`src/rtl/ts_fetch_pkg.sv`:
```
package ts_fetch_pkg;

   // sequencing of a whole fetch
   typedef enum logic [1:0] {
      FS_IDLE   = 2'd0,
      FS_FIRST  = 2'd1,
      FS_SECOND = 2'd2
   } fetch_st_e;

   // phases of one 64-bit sample on the read port
   typedef enum logic [1:0] {
      RP_IDLE = 2'd0,
      RP_LOW  = 2'd1,
      RP_HIGH = 2'd2
   } read_ph_e;

   localparam logic MODE_THRESH = 1'b0;
   localparam logic MODE_PAIR   = 1'b1;

endpackage

```
`src/rtl/ts_pair_reader.sv`:
```
module ts_pair_reader
   import ts_fetch_pkg::*;
#(
   parameter int HALF_W = 32,
   localparam int TS_W  = 2 * HALF_W
) (
   input  logic              clk,
   input  logic              rst_n,
   input  logic              start,
   output logic              bus_req,
   output logic              bus_hi,
   input  logic              bus_ack,
   input  logic [HALF_W-1:0] bus_rdata,
   output logic              done,
   output logic [TS_W-1:0]   sample
);

   read_ph_e            ph_q;
   logic [HALF_W-1:0]   lo_q;
   logic [TS_W-1:0]     smp_q;
   logic                done_q;

   always_ff @(posedge clk or negedge rst_n) begin
      if (!rst_n) begin
         ph_q   <= RP_IDLE;
         lo_q   <= '0;
         smp_q  <= '0;
         done_q <= 1'b0;
      end else begin
         done_q <= 1'b0;
         case (ph_q)
            RP_IDLE: begin
               if (start) ph_q <= RP_LOW;
            end
            RP_LOW: begin
               if (bus_ack) begin
                  lo_q <= bus_rdata;
                  ph_q <= RP_HIGH;
               end
            end
            RP_HIGH: begin
               if (bus_ack) begin
                  smp_q  <= {bus_rdata, lo_q};
                  done_q <= 1'b1;
                  ph_q   <= RP_IDLE;
               end
            end
            default: ph_q <= RP_IDLE;
         endcase
      end
   end

   always_comb begin
      bus_req = (ph_q != RP_IDLE);
      bus_hi  = (ph_q == RP_HIGH);
      done    = done_q;
      sample  = smp_q;
   end

endmodule

```
`src/rtl/ts_thresh_reg.sv`:
```
module ts_thresh_reg #(
   parameter int              HALF_W   = 32,
   parameter logic [HALF_W-1:0] THR_INIT = ~HALF_W'(3),
   parameter bit              WRITABLE = 1'b1
) (
   input  logic              clk,
   input  logic              rst_n,
   input  logic              wr,
   input  logic [HALF_W-1:0] wdata,
   output logic [HALF_W-1:0] thr
);

   generate
      if (WRITABLE) begin : g_reg
         logic [HALF_W-1:0] thr_q;
         always_ff @(posedge clk or negedge rst_n) begin
            if (!rst_n)  thr_q <= THR_INIT;
            else if (wr) thr_q <= wdata;
         end
         assign thr = thr_q;
      end else begin : g_const
         assign thr = THR_INIT;
      end
   endgenerate

endmodule

```
`src/rtl/ts_pick.sv`:
```
module ts_pick
   import ts_fetch_pkg::*;
#(
   parameter int HALF_W = 32,
   localparam int TS_W  = 2 * HALF_W
) (
   input  logic              pair_mode,
   input  logic [HALF_W-1:0] thr,
   input  logic [TS_W-1:0]   older,
   input  logic [TS_W-1:0]   fresh,
   output logic              reread,
   output logic [TS_W-1:0]   sel,
   output logic              sel_corr
);

   logic newer_ahead;

   always_comb begin
      // fresh is the sample just finished; in the first stage it is the probe
      reread      = (fresh[HALF_W-1:0] >= thr);
      newer_ahead = (fresh > older);
      if (pair_mode == MODE_PAIR) begin
         sel      = newer_ahead ? older : fresh;
         sel_corr = newer_ahead;
      end else begin
         sel      = fresh;
         sel_corr = 1'b1;
      end
   end

endmodule

```
`src/rtl/ts_fetch.sv`:
```
module ts_fetch
   import ts_fetch_pkg::*;
#(
   parameter int                HALF_W       = 32,
   parameter logic [HALF_W-1:0] THR_INIT     = ~HALF_W'(3),
   parameter bit                THR_WRITABLE = 1'b1,
   localparam int               TS_W         = 2 * HALF_W
) (
   input  logic              clk,
   input  logic              rst_n,
   input  logic              thr_wr,
   input  logic [HALF_W-1:0] thr_wdata,
   input  logic              req,
   input  logic              mode,
   output logic              busy,
   output logic              result_valid,
   output logic [TS_W-1:0]   result,
   output logic              corrected,
   output logic              bus_req,
   output logic              bus_hi,
   input  logic              bus_ack,
   input  logic [HALF_W-1:0] bus_rdata
);

   generate
      if (HALF_W < 8 || HALF_W > 64) begin : g_bad_width
         $error("ts_fetch: HALF_W must lie in 8..64");
      end
   endgenerate

   fetch_st_e         st_q;
   logic              mode_q;
   logic [TS_W-1:0]   first_q;
   logic [TS_W-1:0]   res_q;
   logic              corr_q;
   logic              vld_q;

   logic              smp_start;
   logic              smp_done;
   logic [TS_W-1:0]   smp_val;
   logic [HALF_W-1:0] thr;
   logic              reread;
   logic [TS_W-1:0]   pick_val;
   logic              pick_corr;
   logic              need_second;

   ts_thresh_reg #(
      .HALF_W   (HALF_W),
      .THR_INIT (THR_INIT),
      .WRITABLE (THR_WRITABLE)
   ) u_thr (
      .clk   (clk),
      .rst_n (rst_n),
      .wr    (thr_wr),
      .wdata (thr_wdata),
      .thr   (thr)
   );

   ts_pair_reader #(
      .HALF_W (HALF_W)
   ) u_rd (
      .clk       (clk),
      .rst_n     (rst_n),
      .start     (smp_start),
      .bus_req   (bus_req),
      .bus_hi    (bus_hi),
      .bus_ack   (bus_ack),
      .bus_rdata (bus_rdata),
      .done      (smp_done),
      .sample    (smp_val)
   );

   ts_pick #(
      .HALF_W (HALF_W)
   ) u_pick (
      .pair_mode (mode_q),
      .thr       (thr),
      .older     (first_q),
      .fresh     (smp_val),
      .reread    (reread),
      .sel       (pick_val),
      .sel_corr  (pick_corr)
   );

   always_comb begin
      need_second = (mode_q == MODE_PAIR) || reread;
      smp_start   = ((st_q == FS_IDLE) && req) ||
                    ((st_q == FS_FIRST) && smp_done && need_second);
   end

   always_ff @(posedge clk or negedge rst_n) begin
      if (!rst_n) begin
         st_q    <= FS_IDLE;
         mode_q  <= MODE_THRESH;
         first_q <= '0;
         res_q   <= '0;
         corr_q  <= 1'b0;
         vld_q   <= 1'b0;
      end else begin
         vld_q <= 1'b0;
         case (st_q)
            FS_IDLE: begin
               if (req) begin
                  mode_q <= mode;
                  st_q   <= FS_FIRST;
               end
            end
            FS_FIRST: begin
               if (smp_done) begin
                  first_q <= smp_val;
                  if (need_second) begin
                     st_q <= FS_SECOND;
                  end else begin
                     res_q  <= smp_val;
                     corr_q <= 1'b0;
                     vld_q  <= 1'b1;
                     st_q   <= FS_IDLE;
                  end
               end
            end
            FS_SECOND: begin
               if (smp_done) begin
                  res_q  <= pick_val;
                  corr_q <= pick_corr;
                  vld_q  <= 1'b1;
                  st_q   <= FS_IDLE;
               end
            end
            default: st_q <= FS_IDLE;
         endcase
      end
   end

   always_comb begin
      busy         = (st_q != FS_IDLE);
      result_valid = vld_q;
      result       = res_q;
      corrected    = corr_q;
   end

endmodule

```
`config.mk`:
```
export PLATFORM = sky130hd
export DESIGN_NAME = ts_fetch
export DESIGN_NICKNAME = d
export VERILOG_FILES = /design/src/rtl/ts_fetch_pkg.sv /design/src/rtl/ts_pair_reader.sv /design/src/rtl/ts_thresh_reg.sv /design/src/rtl/ts_pick.sv /design/src/rtl/ts_fetch.sv
export SDC_FILE = /design/constraint.sdc
export NUM_CORES = 1
export LEC_CHECK = 0
export BUFFER_PORTS_ARGS = -buffer_cell sky130_fd_sc_hd__buf_2
export CAP_MARGIN = 20
export CORE_ASPECT_RATIO = 0.9
export CORE_UTILIZATION = 50
export DETAILED_ROUTE_END_ITERATION = 6
export PLACE_DENSITY = 0.7
export SETUP_SLACK_MARGIN = 0.15
export SYNTH_ARGS = -nofsm -noshare
export SYNTH_HDL_FRONTEND = slang
export SYNTH_SLANG_ARGS = --single-unit
```
`constraint.sdc`:
```
create_clock -name clk -period 6.3 [get_ports clk]
set_input_delay 0.63 -clock clk [delete_from_list [all_inputs] [get_ports clk]]
set_output_delay 0.63 -clock clk [all_outputs]
set_load 0.05 [all_outputs]
```
; ---- Word level (Yosys, flattened, before mapping)
; Cells that the tools add are included.
[op_classes]
add_sub_neg = 0
multipliers = 0
div = 0
order_cmp = 2
n_eq_ne = 11
shifts = 0
muxes = 26
n_bitwise = 0
reduce_logical = 17
[ops]
columns = operator, n
row1 = 2-to-1 mux 64 bit, 5
row2 = case mux 64 bit (2 select lines), 1
row3 = > comparator 64 bit, 1
row4 = greater-or-equal comparator 32 bit, 1
row5 = 2-to-1 mux 2 bit, 7
row6 = case mux 2 bit (3 select lines), 2
row7 = 2-to-1 mux 1 bit, 9
row8 = != test 2 bit (second input constant), 4
row9 = AND reduction 2 bit, 4
row10 = != test 2 x 1 -> 1 bit (second input constant), 3
row11 = AND reduction 3 bit, 2
row12 = nonzero test 2 bit, 3
row13 = equality test 2 x 1 -> 1 bit (second input constant), 2
row14 = equality test 2 bit (second input constant), 2
row15 = logical NOT 2 bit, 2
row16 = case mux 1 bit (2 select lines), 2
row17 = AND reduction 4 bit, 1
row18 = logical AND 1 bit, 3
row19 = logical OR 1 bit, 2
[totals]
reg_bits = 264
latch_bits = 0
ram_bits = 0
rom_bits = 0
output_inout_bits = 69
memories = 0

; ---- Longest topological paths before layout
; Gate-level depths: netlist of run 1.
[depth]
depth_word = 6
ltp_mapped = 13

; ---- By module
; A second synthesis of run 1 with hierarchy kept.
[unflattened]
hier_cells = 1066
hier_area_um2 = 14432.6
[modules_own_cells]
columns = mod, n_inst, cells_each, area_each_um2
row1 = ts_fetch, 1, 372, 5824.3
row2 = ts_pair_reader, 1, 214, 3726.1
row3 = ts_pick, 1, 412, 3499.6
row4 = ts_thresh_reg, 1, 68, 1382.6

; ---- Least setup slack after synthesis of run 1
; Ideal clock, no wire load.
[synth_timing]
kind = register to register
start = reg u_rd.smp_q[1], in the netlist u_rd.sample[1]
end = reg res_q[0], in the netlist result[0]
arrival_time_ps = 2548
slack_ps = 3628
stages_incl_launch_ff = 12
path_buffers = 2
period_less_slack_ps = 2672
cell_sequence = dfrtp_1 -> ha_1 -> nor2b_1 -> o211ai_1 -> a2111oi_0 -> or4b_1 -> a2111o_1 -> o21ai_2 -> buf_4 -> buf_6 -> nor3_1 -> o31a_1
[synth_via]
elab_chain_len = 5
[synth_lines]
columns = item, line
row1 = start: declaration, ts_pair_reader.sv:20  ; logic [TS_W-1:0] smp_q;
row2 = start signal: assignment, ts_pair_reader.sv:43  ; smp_q <= {bus_rdata, lo_q};
row3 = > comparator 64 bit, ts_pick.sv:21  ; newer_ahead = (fresh > older);
row4 = 2-to-1 mux 64 bit, ts_pick.sv:23  ; sel = newer_ahead ? older : fresh;
row5 = 2-to-1 mux 64 bit, ts_pick.sv:22  ; if (pair_mode == MODE_PAIR) begin
row6 = 2-to-1 mux 64 bit, ts_fetch.sv:122  ; if (smp_done) begin
row7 = case mux 64 bit (2 select lines), ts_fetch.sv:101  ; case (st_q)
row8 = end signal: assignment, ts_fetch.sv:114  ; res_q <= smp_val;
row9 = end signal: assignment, ts_fetch.sv:123  ; res_q <= pick_val;
row10 = end: declaration, ts_fetch.sv:34  ; logic [TS_W-1:0] res_q;
; Several ways; a longest one is shown, not always the timed one. The select of a mux whose other input is x is not followed.
; A chain may end at the register's enable or synchronous reset.

; ---- Final worst setup path of run 1
[layout_timing]
start = reg u_thr.g_reg.thr_q[15], in the netlist u_thr.thr[15]
end = reg res_q[5], in the netlist result[5]
[layout_via]
elab_chain_len = 4
[layout_lines]
columns = item, line
row1 = start: declaration, ts_thresh_reg.sv:15  ; logic [HALF_W-1:0] thr_q;
row2 = start signal: assignment, ts_thresh_reg.sv:18  ; else if (wr) thr_q <= wdata;
row3 = greater-or-equal comparator 32 bit, ts_pick.sv:20  ; reread = (fresh[HALF_W-1:0] >= thr);
row4 = logical OR 1 bit, ts_fetch.sv:86  ; need_second = (mode_q == MODE_PAIR) || reread;
row5 = != test 2 bit (no source line), --
row6 = AND reduction 4 bit (no source line), --
; No other way between the ends.

==> results.toml, run 1 <==
[clock_tree]
h-tree-depth = 1
cts_resized = 0
root_buffer = "clkbuf_16"
ctsHoldBuffers = 0
cts.clk_slew.worst_paths_ns = 0.06
clock_path_buffers = 3
numCtsBuffers = 27
cts_setup_buffers = 0
cts_sinks = 264
clk-insertion-delay-late_ns = 0.53
cts_tree = "yes"

[grt]
globalRoute.totalOverflow = 0
grt_pass1_wl_um = 48900
grt_usage_pct = 23.3
grt_pass1_vias = 9194
antenna_found_initial = 0
grt_max_degree = 156

[timing]
layout_setup_ws_ns = 2.44
hold_ws_ns = 0.143
finClkSkew_ns = 0.00702
finalMaxSlewViolations = 0
layout_min_cycle_time_ns = 3.86
finalCritPeriodShare_pct = 61.2
rsz0062_at_grt = "false"
setup_viol = 0
fmax_mhz = 259
slew_headroom_pct = 33.0
worst_slew_pin_slew_ns = 1.01
hold_viol = 0
finalSetupTns_ns = 0

[final_layout]
insertedDiodeCount = 0
drive_above_1_share_pct = 23.4
fin_util_pct = 58.7
syn_to_final_growth_pct = 14.5
layout_commonest_cell = "dfrtp_1"
fin_nets = 1531
final_cell_mix = "dfrtp_1, o21ai_0, buf_2, nand2_1, inv_1"

[power]
p_leak_nw = 6.80
pwr-share-clk_pct = 19.7
swShare_pct = 43.4
p_switching_mw = 3.56
seqPwrFrac_pct = 36.2
p_int_mw = 4.65
combPwrFrac_pct = 44.1
power_density_nw_per_um2 = 554
irDropWorstVdd_mv = 0.358
total_power_mw = 8.21

[detailed_routing]
drt_wl_total_um = 30400
drc = 0
wl_per_cell_um = 17.6
drtAntennaViolNets = 0
dr.pass1.iters = 5
via_per_inst = 5.60
dr.first_iter.drc_count = 727
vias = 9663

[critical_path]
path_class = "register to register"
crit_chain = "inv_1, ha_1, a41oi_1, nand3_1, a221oi_1, nand2_1, a31oi_1, a21o_4, buf_4, o31a_1, a21oi_1"
path_max_fanout = 91
critical_path.slowest_cell = "a21o_4"
critPathBufInv = 2
crit_arrival_ns = 4.27
worstPathRequired_ns = 6.71
critPathTopFamily = "compound AO/OA/AOI/OAI gates"
critPathLaunchType = "register"
worst_setup_path_end_kind = "register"
max_stage_delay_ns = 0.78

[logic_synthesis]
syn_area_um2 = 12900
synthDistinctLibCells = 44
synthCells = 1258
synth-seq-area-share_pct = 51.4
synth_edf_count = 0
ys.flop_type = "dfrtp_1"
postSynthAreaPerCell_um2 = 10.3
synth-seq-cells = 264
synth_warnings = 0
synth_nets = 1427
async_flop_share_pct = 100

[die]
fp.dieW_um = 172
start_util_pct = 51.2
io_pins = 139
dieArea_um2 = 26500
rows = 55
design.core.area_um2 = 25300
die_h_um = 155

[place]
port-buffer-count = 138
gp_congestion = 0.854
hpwl_um = 20200
place_ws_ns = 2.38

[min_path]
hp-class = "primary input to async pin"

[flow_run]
cap_violations = 0

[outcome]
status = "finished, final reports clean"
## final cells by class
type / count / area, um2
Tap cell: 342 / 428
Multi-Input combinational cell: 820 / 5630
Clock buffer: 42 / 812
Timing Repair Buffer: 148 / 828
Inverter: 101 / 379
Clock inverter: 7 / 87.6
Fill cell: 2145 / 10400
Sequential cell: 264 / 6640
## synthesized netlist by cell type (3+ instances only)
cell type,count,area [um2]
nand4_1,14,87.6
and4_1,7,61.3
o31a_1,65,569
nand2_1,124,465
clkbuf_1,57,214
ha_1,99,1240
nor2b_1,3,18.8
dfstp_2,30,788
a21oi_1,99,495
inv_1,101,379
o21ai_1,18,90.1
a21o_1,7,52.6
o21ai_0,154,771
nor2_1,81,304
mux2_2,97,1090
dfrtp_1,234,5860
nand3_1,15,75.1
a221oi_1,4,35.0
a21boi_0,3,22.5
buf_2,13,65.1
## routing by layer
metal,global-route usage [%],share of wire (%)
met1,34.9,48
met2,35.4,44
met3,3.30,5.6
met4,6.04,2.1
met5,0,0
## power groups by stage
stage / Clock (mW) / Sequential [mW] / Combinational (mW)
2_1_floorplan: 0 / 3.47 / 2.10
3_3_place_gp: 0 / 2.97 / 3.45
3_5_place_dp: 0 / 2.98 / 3.55
4_1_cts: 1.65 / 2.97 / 3.58
5_1_grt: 1.70 / 3.07 / 4.01
6_report: 1.62 / 2.98 / 3.62
## sequential cells by signal, indices dropped and copies added, names as in the netlist
register and count:
corrected 1, first_q 64, mode_q 1, result 64, result_valid 1, st_q 2
u_rd.done 1, u_rd.lo_q 32, u_rd.ph_q 2, u_rd.sample 64, u_thr.thr 32
## logic make-up after synthesis
logic type | synth area share [%]
AO/OA/AOI/OAI | 16.9
multiplexers | 8.44
AND/OR/NAND/NOR | 8.43
buffers and inverters | 5.29
adder cells (fa/ha/maj) | 9.58
flip-flops | 51.4
## final timing paths
kind | slack [ns] | from | cells after the start | to
hold / removal | 0.14 | rst_n | 1 | result[10]
hold reg to reg | 0.46 | u_rd.ph_q[1] | 1 | u_rd.ph_q[0]
setup reg to reg | 2.44 | u_thr.thr[15] | 11 | result[5]
setup / recovery | 2.44 | u_thr.thr[15] | 11 | result[5]
min in group clk | 0.31 | thr_wdata[19] | 3 | u_thr.thr[19]
max in group asynchronous | 4.83 | rst_n | 2 | result_valid
## metrics by stage
stage / area [um2] / std cells
after floorplan: 12900 / 1258
after global placement: 13900 / 1673
after detailed placement: 13900 / 1673
after CTS: 14800 / 1722
after global routing: 14800 / 1724
final: 14800 / 1724
## worst reg2reg max path, stage by stage, from the launching register on
cell      delay (ns)
dfstp_2         0.51
inv_1           0.06
ha_1            0.33
a41oi_1         0.21
nand3_1         0.12
a221oi_1        0.27
nand2_1         0.16
a31oi_1         0.35
a21o_4          0.78
buf_4           0.62
o31a_1          0.24
a21oi_1         0.08
Power figures use the tool's default switching activity.
==> run 2: changes to the inputs <==
ABC_AREA = 1   (was unset)
PLACE_DENSITY = 0.72   (was 0.7)
clock period = 3.5 ns   (was 6.3 ns; I/O delays follow)
==> run 2 against run 1 <==
  * Clock power up 120%
  * Sequential power up 70%
  * Count of clock-buffer cells in the layout down 3
  * Setup slack worse by 1.8 ns
  * Hold slack worse by 0.13 ns
  * Critical path depth unchanged
  * First-iteration DRC count up 29%
  * Die area up 3.1%
  * Area after synthesis up 3.2%
  * Non-clock buffer count up 7
  * Synthesized cell count up 27%
  * Routed wire length up 9.7%
==> results.toml, run 2 <==
[detailed_routing]
drc = 0
dr.pass1.iters = 5
drtAntennaViolNets = 0
met2WireLength_um = 14200
dr.first_iter.drc_count = 936
dr_wl_met3_um = 2030
vias = 10900
drt_wl_total_um = 33300
dr.max_layer_used = "met4"
wl_met1_um = 16300
via_per_inst = 5.25
wl_per_cell_um = 16.1

[clock_tree]
numCtsBuffers = 28
clk-insertion-delay-late_ns = 0.54
cts_sinks = 264
cts.clk_slew.worst_paths_ns = 0.06
cts_tree = "yes"
root_buffer = "clkbuf_16"
h-tree-depth = 1
cts_setup_buffers = 0
clock_path_buffers = 3

[logic_synthesis]
yosys.area_share.simple_pct = 21.4
synth_edf_count = 0
synth_top_family_by_area = "simple AND/OR/NAND/NOR gates"
synth_warnings = 0
synthXorXnorAreaFrac_pct = 0
synth-seq-area-share_pct = 49.8
synthCells = 1603
synth_nets = 1772
synth-seq-cells = 264
synth_area_leaders = "dfrtp_1, nand2_1, ha_1, o21ai_0, inv_1"
synth_compound_area_share_pct = 9.98
async_flop_share_pct = 100
synth.area.mux_share_pct = 0.0844
yosys.area.top_type = "dfrtp_1"
yosysMostFrequentCell = "nand2_1"
syn_area_um2 = 13300
ys_top_cells_by_count = "nand2_1, dfrtp_1, inv_1"
postSynthAreaPerCell_um2 = 8.32
synth_top_area_share_pct = 43.9
yosys.area_share.adder_pct = 9.28
ys.flop_type = "dfrtp_1"
synthDistinctLibCells = 31

[grt]
globalRoute.totalOverflow = 0
grt_pass1_wl_um = 53900
grt_pass1_vias = 10300
antenna_found_initial = 0
grt_usage_pct = 24.7
grt_max_degree = 106

[critical_path]
max_stage_delay_ns = 0.66
critPathLaunchType = "register"
worst_setup_path_end_kind = "register"
path_class = "register to register"
crit_arrival_ns = 3.26
crit_chain = "ha_1, nand4_1, nor3_2, nand2_1, nor2_2, nand2_1, nand2_2, buf_4, nand4_1, nand3_1, nand2_1"
critical_path.slowest_cell = "buf_4"
worstPathRequired_ns = 3.93
crit_top_cell = "nand2_1"
path_max_fanout = 65

[power]
pwr-share-clk_pct = 23.5
p_switching_mw = 6.38
irDropWorstVdd_mv = 0.716
p_leak_nw = 8.16
total_power_mw = 14.9
seqPwrFrac_pct = 34.0
p_int_mw = 8.48
swShare_pct = 42.9
power_density_nw_per_um2 = 967
combPwrFrac_pct = 42.5

[die]
die_h_um = 157
io_pins = 139
start_util_pct = 51.1
dieArea_um2 = 27300
fp.dieW_um = 174
rows = 56
design.core.area_um2 = 26100

[final_layout]
fin_area_um2 = 15400
fillers = 2303
layout_commonest_cell = "nand2_1"
seq_area_um2 = 6640
final_cells = 2074
multi_input_area_um2 = 5460
fin_nets = 1874
syn_to_final_growth_pct = 15.2
drive_above_1_share_pct = 14.4
final_cell_mix = "nand2_1, dfrtp_1, inv_1, o21ai_0, buf_2"
insertedDiodeCount = 0

[outcome]
status = "finished, final reports clean"

[timing]
finalMaxSlewViolations = 0
fmax_mhz = 352
finClkSkew_ns = 0.00864
finalCritPeriodShare_pct = 81.1
setup_viol = 0
hold_viol = 0
layout_setup_ws_ns = 0.662
rsz0062_at_grt = "false"
slew_headroom_pct = 38.4
finalSetupTns_ns = 0
worst_slew_pin_slew_ns = 0.924
layout_min_cycle_time_ns = 2.84

[min_path]
hp-class = "primary input to register"

[place]
place_ws_ns = 0.686
place_inst = 2021
gp_congestion = 0.826
hpwl_um = 22100
port-buffer-count = 138
placed_area_um2 = 14200

[flow_run]
cap_violations = 0
## run 2: cell types whose count changed after synthesis, sizes merged, moves of 5 or more
cell,change
nand2,+360
buf,+20
a21o,-6
nand3,+61
o21ai,+30
o21a,+5
a21oi,-53
nand4,+61
nor2,-52
mux2,-96
o31a,-65
clkbuf,-10
inv,+124
and4,-7
## run 2: logic make-up (layout without fill, tap and decap cells)
family                   Yosys count  count (layout)
flip-flops                       264             264
adder cells (fa/ha/maj)           99              99
AND/OR/NAND/NOR                  671             671
multiplexers                       1               1
buffers and inverters            308             431
AO/OA/AOI/OAI                    260             260
## run 2: final timing paths
check                                startpoint  depth (start not counted)            end  slack, ns
worst max-delay path            u_rd.sample[63]                         11     result[59]       0.66
worst min-delay path               thr_wdata[5]                          3   u_thr.thr[5]       0.02
worst max register to register  u_rd.sample[63]                         11     result[59]       0.66
worst min register to register        result[8]                          2      result[8]       0.47
max in group asynchronous                 rst_n                          3  u_thr.thr[12]       1.92
min in group asynchronous                 rst_n                          2     result[12]       0.42
## run 2: power groups by stage
| stage | registers, mW | logic, mW | clock network (mW) |
|---|---|---|---|
| 2_1_floorplan | 5.79 | 3.99 | 0 |
| 3_3_place_gp | 5.07 | 6.04 | 0 |
| 3_5_place_dp | 5.07 | 6.27 | 0 |
| 4_1_cts | 5.05 | 6.31 | 3.55 |
| 5_1_grt | 5.20 | 7.13 | 3.67 |
| 6_report | 5.06 | 6.31 | 3.49 |
## run 2: timing repair
| action | CTS | global route |
|---|---|---|
| hold buffers | 1 | 0 |
| hold endpoints to repair | 90 | 0 |
| resized for setup | 0 | 0 |
## run 2: metrics by stage
| stage | hold WS (ns) | utilization (%) |
|---|---|---|
| 2_1_floorplan | 0.0544 | - |
| 3_3_place_gp | 0.464 | 54.5 |
| 3_5_place_dp | 0.461 | 54.5 |
| 4_1_cts | 0.00215 | 58.7 |
| 5_1_grt | 0.0228 | 58.8 |
| 6_report | 0.0170 | 58.8 |
## run 2: critical path: cells and delay by family, from the launching register on
family	cells	cell delay (ns)
adder cells (fa/ha/maj)	1	0.33
buffers and inverters	1	0.66
flip-flops	1	0.40
AND/OR/NAND/NOR	9	1.30
## run 2: final cells by class
class	instances	area share (%)
Clock buffer	39	5.49
Clock inverter	12	1.69
Sequential cell	264	43.2
Multi-Input combinational cell	1031	35.5
Tap cell	348	2.83
Inverter	225	5.49
Timing Repair Buffer	155	5.73
## run 2: metal layers
metal,GRT usage (%),vias up
met5,0,-
met3,3.16,62
met2,36.6,367
met1,38.0,5110
met4,6.85,0
li1,-,5358
==> run 3: changes to the inputs <==
clock period = 2.5 ns   (was 3.5 ns; I/O delays follow)
==> run 3 against run 2 <==
  * The run now ends with negative setup slack left
  * Fmax increased by 13%
  * Sequential share of layout area fell by 4.8 points
  * Critical path depth increased by 6
  * Total power grew 51%
  * Non-clock buffer count is 91 higher
  * Final cell count rose by 4.2%
  * Core utilization increased by 7.4 points
  * Setup slack got worse by 0.66 ns
  * First-iteration DRC count is 9.0% higher
  * Sequential power grew 43%
  * Final area is 13% higher
  * Largest power group unchanged
  * Highest routed layer unchanged
==> results.toml, run 3 (same netlist as run 2, synthesis figures left out) <==
[critical_path]
r2r_slack_ns = -0.003
critPathLaunchType = "register"
path_max_fanout = 8
crit_arrival_ns = 2.92
critPathBufInv = 3
max_stage_delay_ns = 0.37
path_class = "register to register"
worstPathRequired_ns = 2.92
critPathTopFamily = "simple AND/OR/NAND/NOR gates"
crit_chain = "inv_1, ha_1, nand2_1, inv_1, nand2_1, nand2_1, nand2_1, nand3_2, a21oi_2, nand2_2, nand2_2, nand2_4, nand3_4, clkbuf_16, nand2_1, nand3_1, nand2_1"
worst_setup_path_end_kind = "register"
crit_top_cell = "nand2_1"
critical_path.slowest_cell = "dfrtp_1"

[timing]
fmax_mhz = 400
finClkSkew_ns = 0.0109
finalMaxSlewViolations = 0
finalSetupTns_ns = -0.00251
hold_ws_ns = 0.0120
worst_slew_pin_slew_ns = 0.689
finalCritPeriodShare_pct = 100
slew_headroom_pct = 54.0
hold_viol = 0
setup_viol = 1
rsz0062_at_grt = "true"
layout_setup_ws_ns = -0.00251
layout_min_cycle_time_ns = 2.50

[detailed_routing]
drtAntennaViolNets = 0
via_per_inst = 5.38
wl_per_cell_um = 17.4
drt_wl_total_um = 37700
vias = 11600
dr.pass1.iters = 6
dr.first_iter.drc_count = 1020
drc = 0

[grt]
grt_max_degree = 82
antenna_found_initial = 0
globalRoute.totalOverflow = 0
grt_pass1_vias = 10900
grt_usage_pct = 26.5
grt_pass1_wl_um = 57500

[place]
gp_congestion = 0.879
hpwl_um = 22800
port-buffer-count = 138
placed_area_um2 = 14500

[final_layout]
drive_above_1_share_pct = 25.5
fin_nets = 1964
final_cell_mix = "nand2_1, dfrtp_1, inv_1, o21ai_0, buf_2"
layout_commonest_cell = "nand2_1"
syn_to_final_growth_pct = 29.7
fillers = 1992
fin_area_um2 = 17300
insertedDiodeCount = 0

[min_path]
hp-class = "primary input to register"

[clock_tree]
h-tree-depth = 1
cts.clk_slew.worst_paths_ns = 0.06
cts_tree = "yes"
root_buffer = "clkbuf_16"
cts_sinks = 264
clk-insertion-delay-late_ns = 0.54
numCtsBuffers = 27
clock_path_buffers = 3

[outcome]
violations = "negative setup slack"
status = "finished with violations"

[die]
fp.dieW_um = 174
start_util_pct = 51.1
die_h_um = 157
dieArea_um2 = 27300
io_pins = 139
rows = 56
design.core.area_um2 = 26100

[power]
irDropWorstVdd_mv = 0.727
power_density_nw_per_um2 = 1300
total_power_mw = 22.4
p_leak_nw = 8.69

[flow_run]
cap_violations = 0
==> run 3: cell types whose count changed in the layout (fill, tap and decap cells not counted), moves of 26 or more <==
| cell | previous run | this run |
|---|---|---|
| ha_4 | 0 | 26 |
| nand2_2 | 2 | 51 |
| nand3_2 | 1 | 34 |
| dlygate4sd3_1 | 1 | 38 |
| nand2_1 | 481 | 416 |
| nand3_1 | 74 | 34 |
| ha_1 | 99 | 73 |
==> run 3: layout make-up <==
cell class,count,area (um2),area share (%)
Sequential cell,264,6650,38.4
Multi-Input combinational cell,1031,6390,36.9
Timing Repair Buffer,246,2080,12.0
Inverter,225,857,4.95
Clock buffer,40,795,4.59
Tap cell,348,435,2.52
Clock inverter,8,92.6,0.535
==> run 3: timing repair <==
action | CTS | global route
endpoints found under the hold margin | 105 | 0
endpoints found under the setup margin | 65 | 66
setup buffers | 11 | 13
gates cloned | 8 | 6
hold buffers | 38 | 0
gates resized for setup | 79 | 141
pin swaps | 55 | 66
==> run 3: power by group <==
part           switching, mW  internal [mW]  total, mW
clock network           1.68           2.39       4.07
registers               1.30           5.94       7.24
logic                   6.97           4.13       11.1
total                   9.95           12.5       22.4
==> run 3: metal layers <==
metal	up-vias	wire length [um]	track usage [%]
met5	-	0	0
met4	0	908	6.43
met3	71	2800	4.18
met2	454	17300	41.8
met1	5560	16700	38.4
li1	5548	-	-
==> run 3: tightest hold or removal path, delay by kind of cell <==
family          cells  cell delay (ns)
compound gates      1             0.08
buf+inv             2             0.16
==> run 3: path summary, 6_finish.rpt <==
kind | start | endpoint | depth (start not counted)
worst max-delay path | first_q[18] | result[16] | 17
worst min-delay path | bus_rdata[28] | u_rd.sample[60] | 3
worst max register to register | first_q[18] | result[16] | 17
worst min register to register | result[56] | result[56] | 2
max in group asynchronous | rst_n | first_q[32] | 3
min in group asynchronous | rst_n | result[12] | 2
==> run 3: per-stage QoR <==
step | util (%) | cells | setup WS, ns
final | 66.2 | 2162 | -0.00251
after global routing | 66.2 | 2162 | -0.0993
after CTS | 62.9 | 2143 | 0.108
after detailed placement | 55.4 | 2038 | 0.0263
after global placement | 55.4 | 2038 | 0.0879
after floorplan | - | 1603 | 0.391
